**config.mk**
```make
export PLATFORM = sky130hd
export DESIGN_NAME = pinbank_irq_port
export DESIGN_NICKNAME = d
export VERILOG_FILES = /design/src/rtl/pinbank_pkg.sv /design/src/rtl/pinbank_rst_sync.sv /design/src/rtl/pinbank_sync.sv /design/src/rtl/pinbank_regs.sv /design/src/rtl/pinbank_trig.sv /design/src/rtl/pinbank_irq_port.sv
export SDC_FILE = /design/constraint.sdc
export NUM_CORES = 1
export LEC_CHECK = 0
export ABC_AREA = 0
export BUFFER_PORTS_ARGS = -buffer_cell sky130_fd_sc_hd__buf_2
export CAP_MARGIN = 20
export CORE_MARGIN = 2
export CORE_UTILIZATION = 54
export DETAILED_ROUTE_END_ITERATION = 8
export HOLD_SLACK_MARGIN = 0.08
export PLACE_DENSITY = 0.73
export REMOVE_ABC_BUFFERS = 1
export SLEW_MARGIN = 40
export SYNTH_ARGS = -nofsm -noshare
export SYNTH_HDL_FRONTEND = slang
export SYNTH_SLANG_ARGS = --single-unit
```
**constraint.sdc**
```tcl
create_clock -name clk -period 29.5 [get_ports clk]
set_clock_uncertainty 0.1 [all_clocks]
set_input_delay 2.95 -clock clk [delete_from_list [all_inputs] [get_ports clk]]
set_output_delay 2.95 -clock clk [all_outputs]
set_load 0.05 [all_outputs]
```
**src/rtl/pinbank_pkg.sv**
```systemverilog
package pinbank_pkg;
  localparam int ADDR_W = 7;

  // Byte offsets of the register map
  typedef enum logic [ADDR_W-1:0] {
    REG_DOUT = 7'h00,
    REG_DIR  = 7'h04,
    REG_IEN  = 7'h30,
    REG_IMSK = 7'h34,
    REG_KIND = 7'h38,
    REG_SENS = 7'h3C,
    REG_STAT = 7'h40,
    REG_RAW  = 7'h44,
    REG_ACK  = 7'h4C,
    REG_PAD  = 7'h50
  } reg_ofs_e;
endpackage

```
**src/rtl/pinbank_rst_sync.sv**
```systemverilog
module pinbank_rst_sync #(
  parameter int STAGES = 2
) (
  input  logic clk,
  input  logic arst_n,
  output logic srst_n
);
  logic [STAGES-1:0] sh_q;
  logic [STAGES-1:0] sh_d;

  always_comb sh_d = {sh_q[STAGES-2:0], 1'b1};

  always_ff @(posedge clk or negedge arst_n) begin
    if (!arst_n) sh_q <= '0;
    else         sh_q <= sh_d;
  end

  assign srst_n = sh_q[STAGES-1];
endmodule

```
**src/rtl/pinbank_sync.sv**
```systemverilog
module pinbank_sync #(
  parameter int W      = 32,
  parameter int STAGES = 2
) (
  input  logic         clk,
  input  logic         rst_n,
  input  logic [W-1:0] d,
  output logic [W-1:0] q
);
  logic [W-1:0] st_q [STAGES];

  generate
    for (genvar s = 0; s < STAGES; s++) begin : g_stage
      logic [W-1:0] st_d;
      if (s == 0) begin : g_first
        always_comb st_d = d;
      end else begin : g_next
        always_comb st_d = st_q[s-1];
      end
      always_ff @(posedge clk or negedge rst_n) begin
        if (!rst_n) st_q[s] <= '0;
        else        st_q[s] <= st_d;
      end
    end
  endgenerate

  assign q = st_q[STAGES-1];
endmodule

```
**src/rtl/pinbank_regs.sv**
```systemverilog
module pinbank_regs
  import pinbank_pkg::*;
#(
  parameter int NPIN = 32
) (
  input  logic              clk,
  input  logic              rst_n,
  input  logic              wr,
  input  logic              rd,
  input  logic [ADDR_W-1:0] addr,
  input  logic [NPIN-1:0]   wdata,
  input  logic [NPIN-1:0]   raw,
  input  logic [NPIN-1:0]   stat,
  input  logic [NPIN-1:0]   pad,
  output logic [NPIN-1:0]   dir_q,
  output logic [NPIN-1:0]   dout_q,
  output logic [NPIN-1:0]   en_q,
  output logic [NPIN-1:0]   msk_q,
  output logic [NPIN-1:0]   kind_q,
  output logic [NPIN-1:0]   sens_q,
  output logic [NPIN-1:0]   ack,
  output logic [NPIN-1:0]   rdata
);
  logic [NPIN-1:0] dir_d, dout_d, en_d, msk_d, kind_d, sens_d;
  logic [NPIN-1:0] rmux, rdata_q, rdata_d;

  // next-state: each register has its own load enable
  always_comb begin
    dir_d  = dir_q;
    dout_d = dout_q;
    en_d   = en_q;
    msk_d  = msk_q;
    kind_d = kind_q;
    sens_d = sens_q;
    ack    = '0;
    if (wr) begin
      case (addr)
        REG_DIR:  dir_d  = wdata;
        REG_DOUT: dout_d = wdata;
        REG_IEN:  en_d   = wdata;
        REG_IMSK: msk_d  = wdata;
        REG_KIND: kind_d = wdata;
        REG_SENS: sens_d = wdata;
        REG_ACK:  ack    = wdata;
        default:  ;
      endcase
    end
  end

  always_comb begin
    case (addr)
      REG_DIR:  rmux = dir_q;
      REG_DOUT: rmux = dout_q;
      REG_IEN:  rmux = en_q;
      REG_IMSK: rmux = msk_q;
      REG_KIND: rmux = kind_q;
      REG_SENS: rmux = sens_q;
      REG_STAT: rmux = stat;
      REG_RAW:  rmux = raw;
      REG_PAD:  rmux = pad;
      default:  rmux = '0;
    endcase
    rdata_d = rd ? rmux : rdata_q;
  end

  always_ff @(posedge clk or negedge rst_n) begin
    if (!rst_n) begin
      dir_q   <= '0;
      dout_q  <= '0;
      en_q    <= '0;
      msk_q   <= '0;
      kind_q  <= '0;
      sens_q  <= '0;
      rdata_q <= '0;
    end else begin
      dir_q   <= dir_d;
      dout_q  <= dout_d;
      en_q    <= en_d;
      msk_q   <= msk_d;
      kind_q  <= kind_d;
      sens_q  <= sens_d;
      rdata_q <= rdata_d;
    end
  end

  assign rdata = rdata_q;
endmodule

```
**src/rtl/pinbank_trig.sv**
```systemverilog
module pinbank_trig #(
  parameter int NPIN = 32
) (
  input  logic            clk,
  input  logic            rst_n,
  input  logic [NPIN-1:0] lvl,
  input  logic [NPIN-1:0] en,
  input  logic [NPIN-1:0] kind,
  input  logic [NPIN-1:0] sens,
  input  logic [NPIN-1:0] msk,
  input  logic [NPIN-1:0] ack,
  output logic [NPIN-1:0] edge_hit,
  output logic [NPIN-1:0] held,
  output logic [NPIN-1:0] raw,
  output logic [NPIN-1:0] stat,
  output logic            irq
);
  logic [NPIN-1:0] prev_q, held_q, held_d;

  generate
    for (genvar g = 0; g < NPIN; g++) begin : g_pin
      logic rise, fall, lvl_ok;
      always_comb begin
        rise        = lvl[g] & ~prev_q[g];
        fall        = ~lvl[g] & prev_q[g];
        edge_hit[g] = kind[g] & (sens[g] ? rise : fall);
        // a new edge wins over an acknowledge in the same cycle
        held_d[g]   = en[g] & kind[g] & (edge_hit[g] | (held_q[g] & ~ack[g]));
        lvl_ok      = ~(lvl[g] ^ sens[g]);
        raw[g]      = en[g] & (kind[g] ? held_q[g] : lvl_ok);
      end
    end
  endgenerate

  always_ff @(posedge clk or negedge rst_n) begin
    if (!rst_n) begin
      prev_q <= '0;
      held_q <= '0;
    end else begin
      prev_q <= lvl;
      held_q <= held_d;
    end
  end

  assign held = held_q;
  assign stat = raw & ~msk;
  assign irq  = |stat;
endmodule

```
**src/rtl/pinbank_irq_port.sv**
```systemverilog
module pinbank_irq_port
  import pinbank_pkg::*;
#(
  parameter int NPIN      = 32,
  parameter int SYNC_LEN  = 2
) (
  input  logic              clk,
  input  logic              rst_n,
  input  logic              bus_wr,
  input  logic              bus_rd,
  input  logic [ADDR_W-1:0] bus_addr,
  input  logic [NPIN-1:0]   bus_wdata,
  output logic [NPIN-1:0]   bus_rdata,
  input  logic [NPIN-1:0]   pin_in,
  output logic [NPIN-1:0]   pin_out,
  output logic [NPIN-1:0]   pin_oe,
  output logic              irq
);
  logic            core_rst_n;
  logic [NPIN-1:0] pad_s, en_q, msk_q, kind_q, sens_q, ack;
  logic [NPIN-1:0] raw_st, msk_st, edge_hit, held;

  pinbank_rst_sync #(.STAGES(2)) rst_i (
    .clk(clk), .arst_n(rst_n), .srst_n(core_rst_n)
  );

  pinbank_sync #(.W(NPIN), .STAGES(SYNC_LEN)) sync_i (
    .clk(clk), .rst_n(core_rst_n), .d(pin_in), .q(pad_s)
  );

  pinbank_regs #(.NPIN(NPIN)) regs_i (
    .clk(clk), .rst_n(core_rst_n), .wr(bus_wr), .rd(bus_rd),
    .addr(bus_addr), .wdata(bus_wdata), .raw(raw_st), .stat(msk_st),
    .pad(pad_s), .dir_q(pin_oe), .dout_q(pin_out), .en_q(en_q),
    .msk_q(msk_q), .kind_q(kind_q), .sens_q(sens_q), .ack(ack),
    .rdata(bus_rdata)
  );

  pinbank_trig #(.NPIN(NPIN)) trig_i (
    .clk(clk), .rst_n(core_rst_n), .lvl(pad_s), .en(en_q), .kind(kind_q),
    .sens(sens_q), .msk(msk_q), .ack(ack), .edge_hit(edge_hit),
    .held(held), .raw(raw_st), .stat(msk_st), .irq(irq)
  );
endmodule

```
; ---- Word level (Yosys, flattened, before mapping)
; Index checks and enable logic that the tools add are counted.
[word_totals]
register_bits = 354
latch_bits = 0
ram_bits = 0
rom_bits = 0
inputBits = 75
out_inout_bits = 97
elab_cells = 514
memories = 0
[op_classes]
addsub = 0
mul = 0
div = 0
order_cmp = 0
n_eq_ne = 9
shift = 0
mux = 67
bitwise = 418
n_reduce_logical = 8
[op_table]
columns = op, n
row1 = 32-bit one-hot mux with 9 select lines, 1
row2 = 1-bit AND, 224
row3 = 1-bit NOT, 128
row4 = 1-bit 2-to-1 mux, 64
row5 = 32-bit 2-to-1 mux, 2
row6 = 32-bit AND, 1
row7 = 32-bit NOT, 1
row8 = 1-bit OR, 32
row9 = 32-bit OR reduction, 1
row10 = 1-bit bitwise XOR, 32
row11 = 7-bit by 6-bit equality test with 1-bit output (second input constant), 4
row12 = 7-bit equality test (second input constant), 4
row13 = 2-bit AND reduction, 6
row14 = 7-bit by 3-bit equality test with 1-bit output (second input constant), 1
row15 = 7-bit zero test, 1

; ---- Depth between registers and ports, before layout
[logic_depth]
word_depth = 7
depth_mapped = 9
mapped_depth_nobuf = 6

; ---- Hierarchy
; Synthesis repeated with hierarchy kept, for this count alone.
[unflattened]
cells_unflattened = 1396
hier_area_um2 = 16642.2
[by_module_without_submodules]
columns = mod, n_inst, cells_per_inst, area_each_um2, seq_area_each_um2
row1 = pinbank_regs, 1, 822, 10812.9, 5605.4
row2 = pinbank_trig, 1, 507, 4174.0, 1601.5
row3 = pinbank_sync, 1, 64, 1601.5, 1601.5
row4 = pinbank_rst_sync, 1, 3, 53.8, 50.0

; ---- Worst setup path after synthesis
; OpenSTA, ideal clock, no wires.
[synth_timing]
kind = reg2out
start = register sync_i.st_q, in the netlist sync_i.q[6]
end = output irq
arrival_time_ns = 1.998
t_required_ns = 26.450
setup_slack_ns = 24.452
path_stages_with_launch = 7
path_buffers = 0
path_cell_list = dfrtp_1 -> xnor2_1 -> mux2i_1 -> nor3b_1 -> or4_1 -> nor4_1 -> nand4_1
[synth_via]
elab_chain_cells = 6
[synth_rtl]
columns = element, line
row1 = start: declaration, pinbank_sync.sv:10  ; logic [W-1:0] st_q [STAGES];
row2 = start signal: indexed assignment, pinbank_sync.sv:22  ; else st_q[s] <= st_d;
row3 = 1-bit bitwise XOR, pinbank_trig.sv:29  ; lvl_ok = ~(lvl[g] ^ sens[g]);
row4 = 1-bit NOT, pinbank_trig.sv:29
row5 = 1-bit 2-to-1 mux, pinbank_trig.sv:30  ; raw[g] = en[g] & (kind[g] ? held_q[g] : lvl_ok);
row6 = 1-bit AND, pinbank_trig.sv:30
row7 = 32-bit AND, pinbank_trig.sv:46  ; assign stat = raw & ~msk;
row8 = 32-bit OR reduction, pinbank_trig.sv:47  ; assign irq = |stat;
row9 = end: declaration, pinbank_irq_port.sv:17  ; output logic irq
; No other way between the ends.

; ---- Worst setup path after layout
; Same ends and word-level chain as after synthesis.

==> metrics.txt <==
status finished clean; Final Max Tran Viols 0; total die area 30600 µm²; Max Clock Freq 164 MHz; DRC 0; critical hold path startpoint sync_i.g_stage[1].st_d[10]; Hold WC Path Type flip-flop to flip-flop; Worst R2R Setup Slack 27.26 ns; Synth warnings 0; final worst path period need 6.10 ns; Distinct cells, synth 65; most frequent cells in the layout 353 x dfrtp_1, 177 x mux2_2, 174 x nand2_1; Top-Level Pins 172; Detail Route Antenna Nets 0; n_diodes 0; Worst-Margin Slew 0.819 ns; R2R Path End trig_i.held[20]; CP Capture Type primary output; Design Power 1.14 mW; CTS buffer count 38; Post-synth EDFFs 0; Final Wtd Congestion 0.841; vias per cell 6.18; # setup viols final 0; Starting Density 54.9%; Num Clock Sinks 354; DRT iter0 DRCs 1309; Root Buffer clkbuf_16; PwrDens 62.5 nW/µm²; Setup Buffers After CTS 0; Total GRT Usage 27.4%; Peak VDD IR 0.0495 mV; Die Wd 175 µm; Clock Path Buffers 3; PostCTS Resize Cnt 0; Slowest cell on crit path or4_1; initial antenna violation count 0; Mapped Area 15800 µm²; Hold Violations, Final 0; post-synthesis sequential area ratio 56.2%; layout cells sized above 1 29.9%; worst path required time 26.45 ns; fin crit share 20.7%; ys async rst share 100%; CTS tree yes; WS Path Type flip-flop to primary output; hold depth 0; Fin Setup TNS 0 ns; max cap viols 0; Fin Hold WS 0.246 ns; GRT overflow 0; Die Ht 175 µm; hold endpoint sync_i.q[10]; # hold bufs at CTS 0; H-tree levels 2; Worst Path Max Fanout 5; vias in the first global route 11771; via count 11822; r2r worst-path depth 2; Max-slew headroom 45.4%; CP Cell Sequence xnor2_1, mux2i_1, nor3b_1, or4_1, nor4_1, nand4_1, buf_2; Top FF cell, synth dfrtp_1; Post-Synthesis Cells 1335; DRT Wirelength 41.7 mm; final std cells w/o fill 1912; Worst-path clk slew 0.06 ns; WP data arrival 3.05 ns; Placed Cells 1843; Synth Register Bits 354; first-pass GRT wire length 65.8 mm; wire per inst 21.8 µm; Area Growth Syn to Fin 15.4%; post-layout util 63.4%; Lkg Pwr 8.48 nW; crit-path max cell delay 0.55 ns; RSZ-0062 raised after global routing no; commonest non-fill, non-tap cell in the layout dfrtp_1; Rows 62; drt pass-1 iters 5; DP Wirelength 26.3 mm; Avg Inst Size Synth 11.8 µm²; largest net degree at the start of global routing 79; nets@finish 1575; Core Box Area 28700 µm²; I/O Buffers 171; Worst-Skew Late Latency 0.53 ns; Worst Setup Start Kind flip-flop; reg2reg start rst_i.sh_q[1]
## through the flow
step                setup slack (ns)  instance area [µm²]
floorplan                      18.80                15400
global placement               23.26                16900
detailed placement             23.46                16900
CTS                            23.35                18200
global route                   23.30                18200
finish                         23.40                18200
## power by group
| group | switching [mW] | leakage [nW] | internal, mW | total [mW] |
|---|---|---|---|---|
| logic | 0.0770 | 3.23 | 0.0434 | 0.120 |
| clock network | 0.190 | 0.613 | 0.279 | 0.469 |
| registers | 0.0326 | 4.64 | 0.515 | 0.547 |
| total | 0.300 | 8.48 | 0.837 | 1.14 |
## cell usage after synthesis, types with 3 or more instances
cell type	instances	area share, %
dfrtp_1	354	56
mux2_2	177	13
nand2_1	175	4.2
nor2_1	137	3.3
a22oi_1	56	2.7
a221oi_1	54	3.0
buf_2	33	1.0
mux2_1	32	2.3
o21ai_0	31	0.98
o22ai_1	30	1.2
o221ai_1	29	1.6
a21oi_1	19	0.60
xor2_1	18	1.0
mux2i_1	15	0.95
clkbuf_1	13	0.31
buf_6	11	0.79
inv_1	10	0.24
nand2b_1	10	0.40
nor2b_1	9	0.36
xnor2_1	9	0.50
a21o_1	7	0.33
nand3_1	7	0.22
nor3b_1	7	0.33
a211oi_1	6	0.29
a31oi_1	6	0.24
nor4b_1	6	0.33
o211ai_1	6	0.29
a22o_1	5	0.28
nand4b_1	5	0.28
and2_1	4	0.16
and3_1	4	0.16
or2_2	4	0.16
buf_4	3	0.14
nor4_1	3	0.12
## worst max-delay path, delay by kind of cell (launching register included)
kind                      cells  cell delay (ns)
buffers and inverters         1             0.29
muxes                         1             0.20
and+or+nand+nor               4             1.41
DFF                           1             0.46
xor gates and xnor gates      1             0.16
## sequential cells by signal, indices dropped and copies added (netlist names)
signal	count
regs_i.en_q	32
regs_i.msk_q	32
trig_i.held	32
regs_i.kind_q	32
regs_i.dir_q	32
regs_i.rdata	32
trig_i.prev_q	32
regs_i.sens_q	32
regs_i.dout_q	32
rst_i.sh_q	2
sync_i.g_stage.st_d	32
sync_i.q	32
## cells by family (layout without fill, tap and decap cells)
group	count (synthesis)	after routing	synth area share, %
AOI/OAI and AO/OA	256	256	11.9
xor gates and xnor gates	27	27	1.50
buffers and inverters	72	265	2.58
DFF	354	354	56.2
muxes	226	226	16.2
other	1	1	0.0238
and+or+nand+nor	399	399	11.6
## how the worst max path moves through the flow
stage | end | from | depth (start not counted)
floorplan | regs_i.dir_q[0] | rst_i.sh_q[1] | 0
global placement | regs_i.sens_q[29] | bus_addr[4] | 6
detailed placement | regs_i.rdata[17] | bus_addr[4] | 7
CTS | irq | sync_i.q[6] | 7
global route | irq | sync_i.q[6] | 7
finish | irq | sync_i.q[6] | 7
## final cells by class
cell class / instances / area [µm²]
Clock buffer: 56 / 1150
Fill cell: 2263 / 10500
Multi-Input combinational cell: 909 / 6570
Timing Repair Buffer: 186 / 995
Tap cell: 384 / 480
Clock inverter: 12 / 96.3
Sequential cell: 354 / 8860
Inverter: 11 / 42.5
## layer usage
layer	track usage, %	vias to the layer above	part of all wire (%)
met3	5.03	101	8.6
li1	-	5190	-
met2	42.9	581	46
met4	9.34	0	3.0
met5	0	-	0
met1	38.9	5950	42
Power figures use the tool's default switching activity.
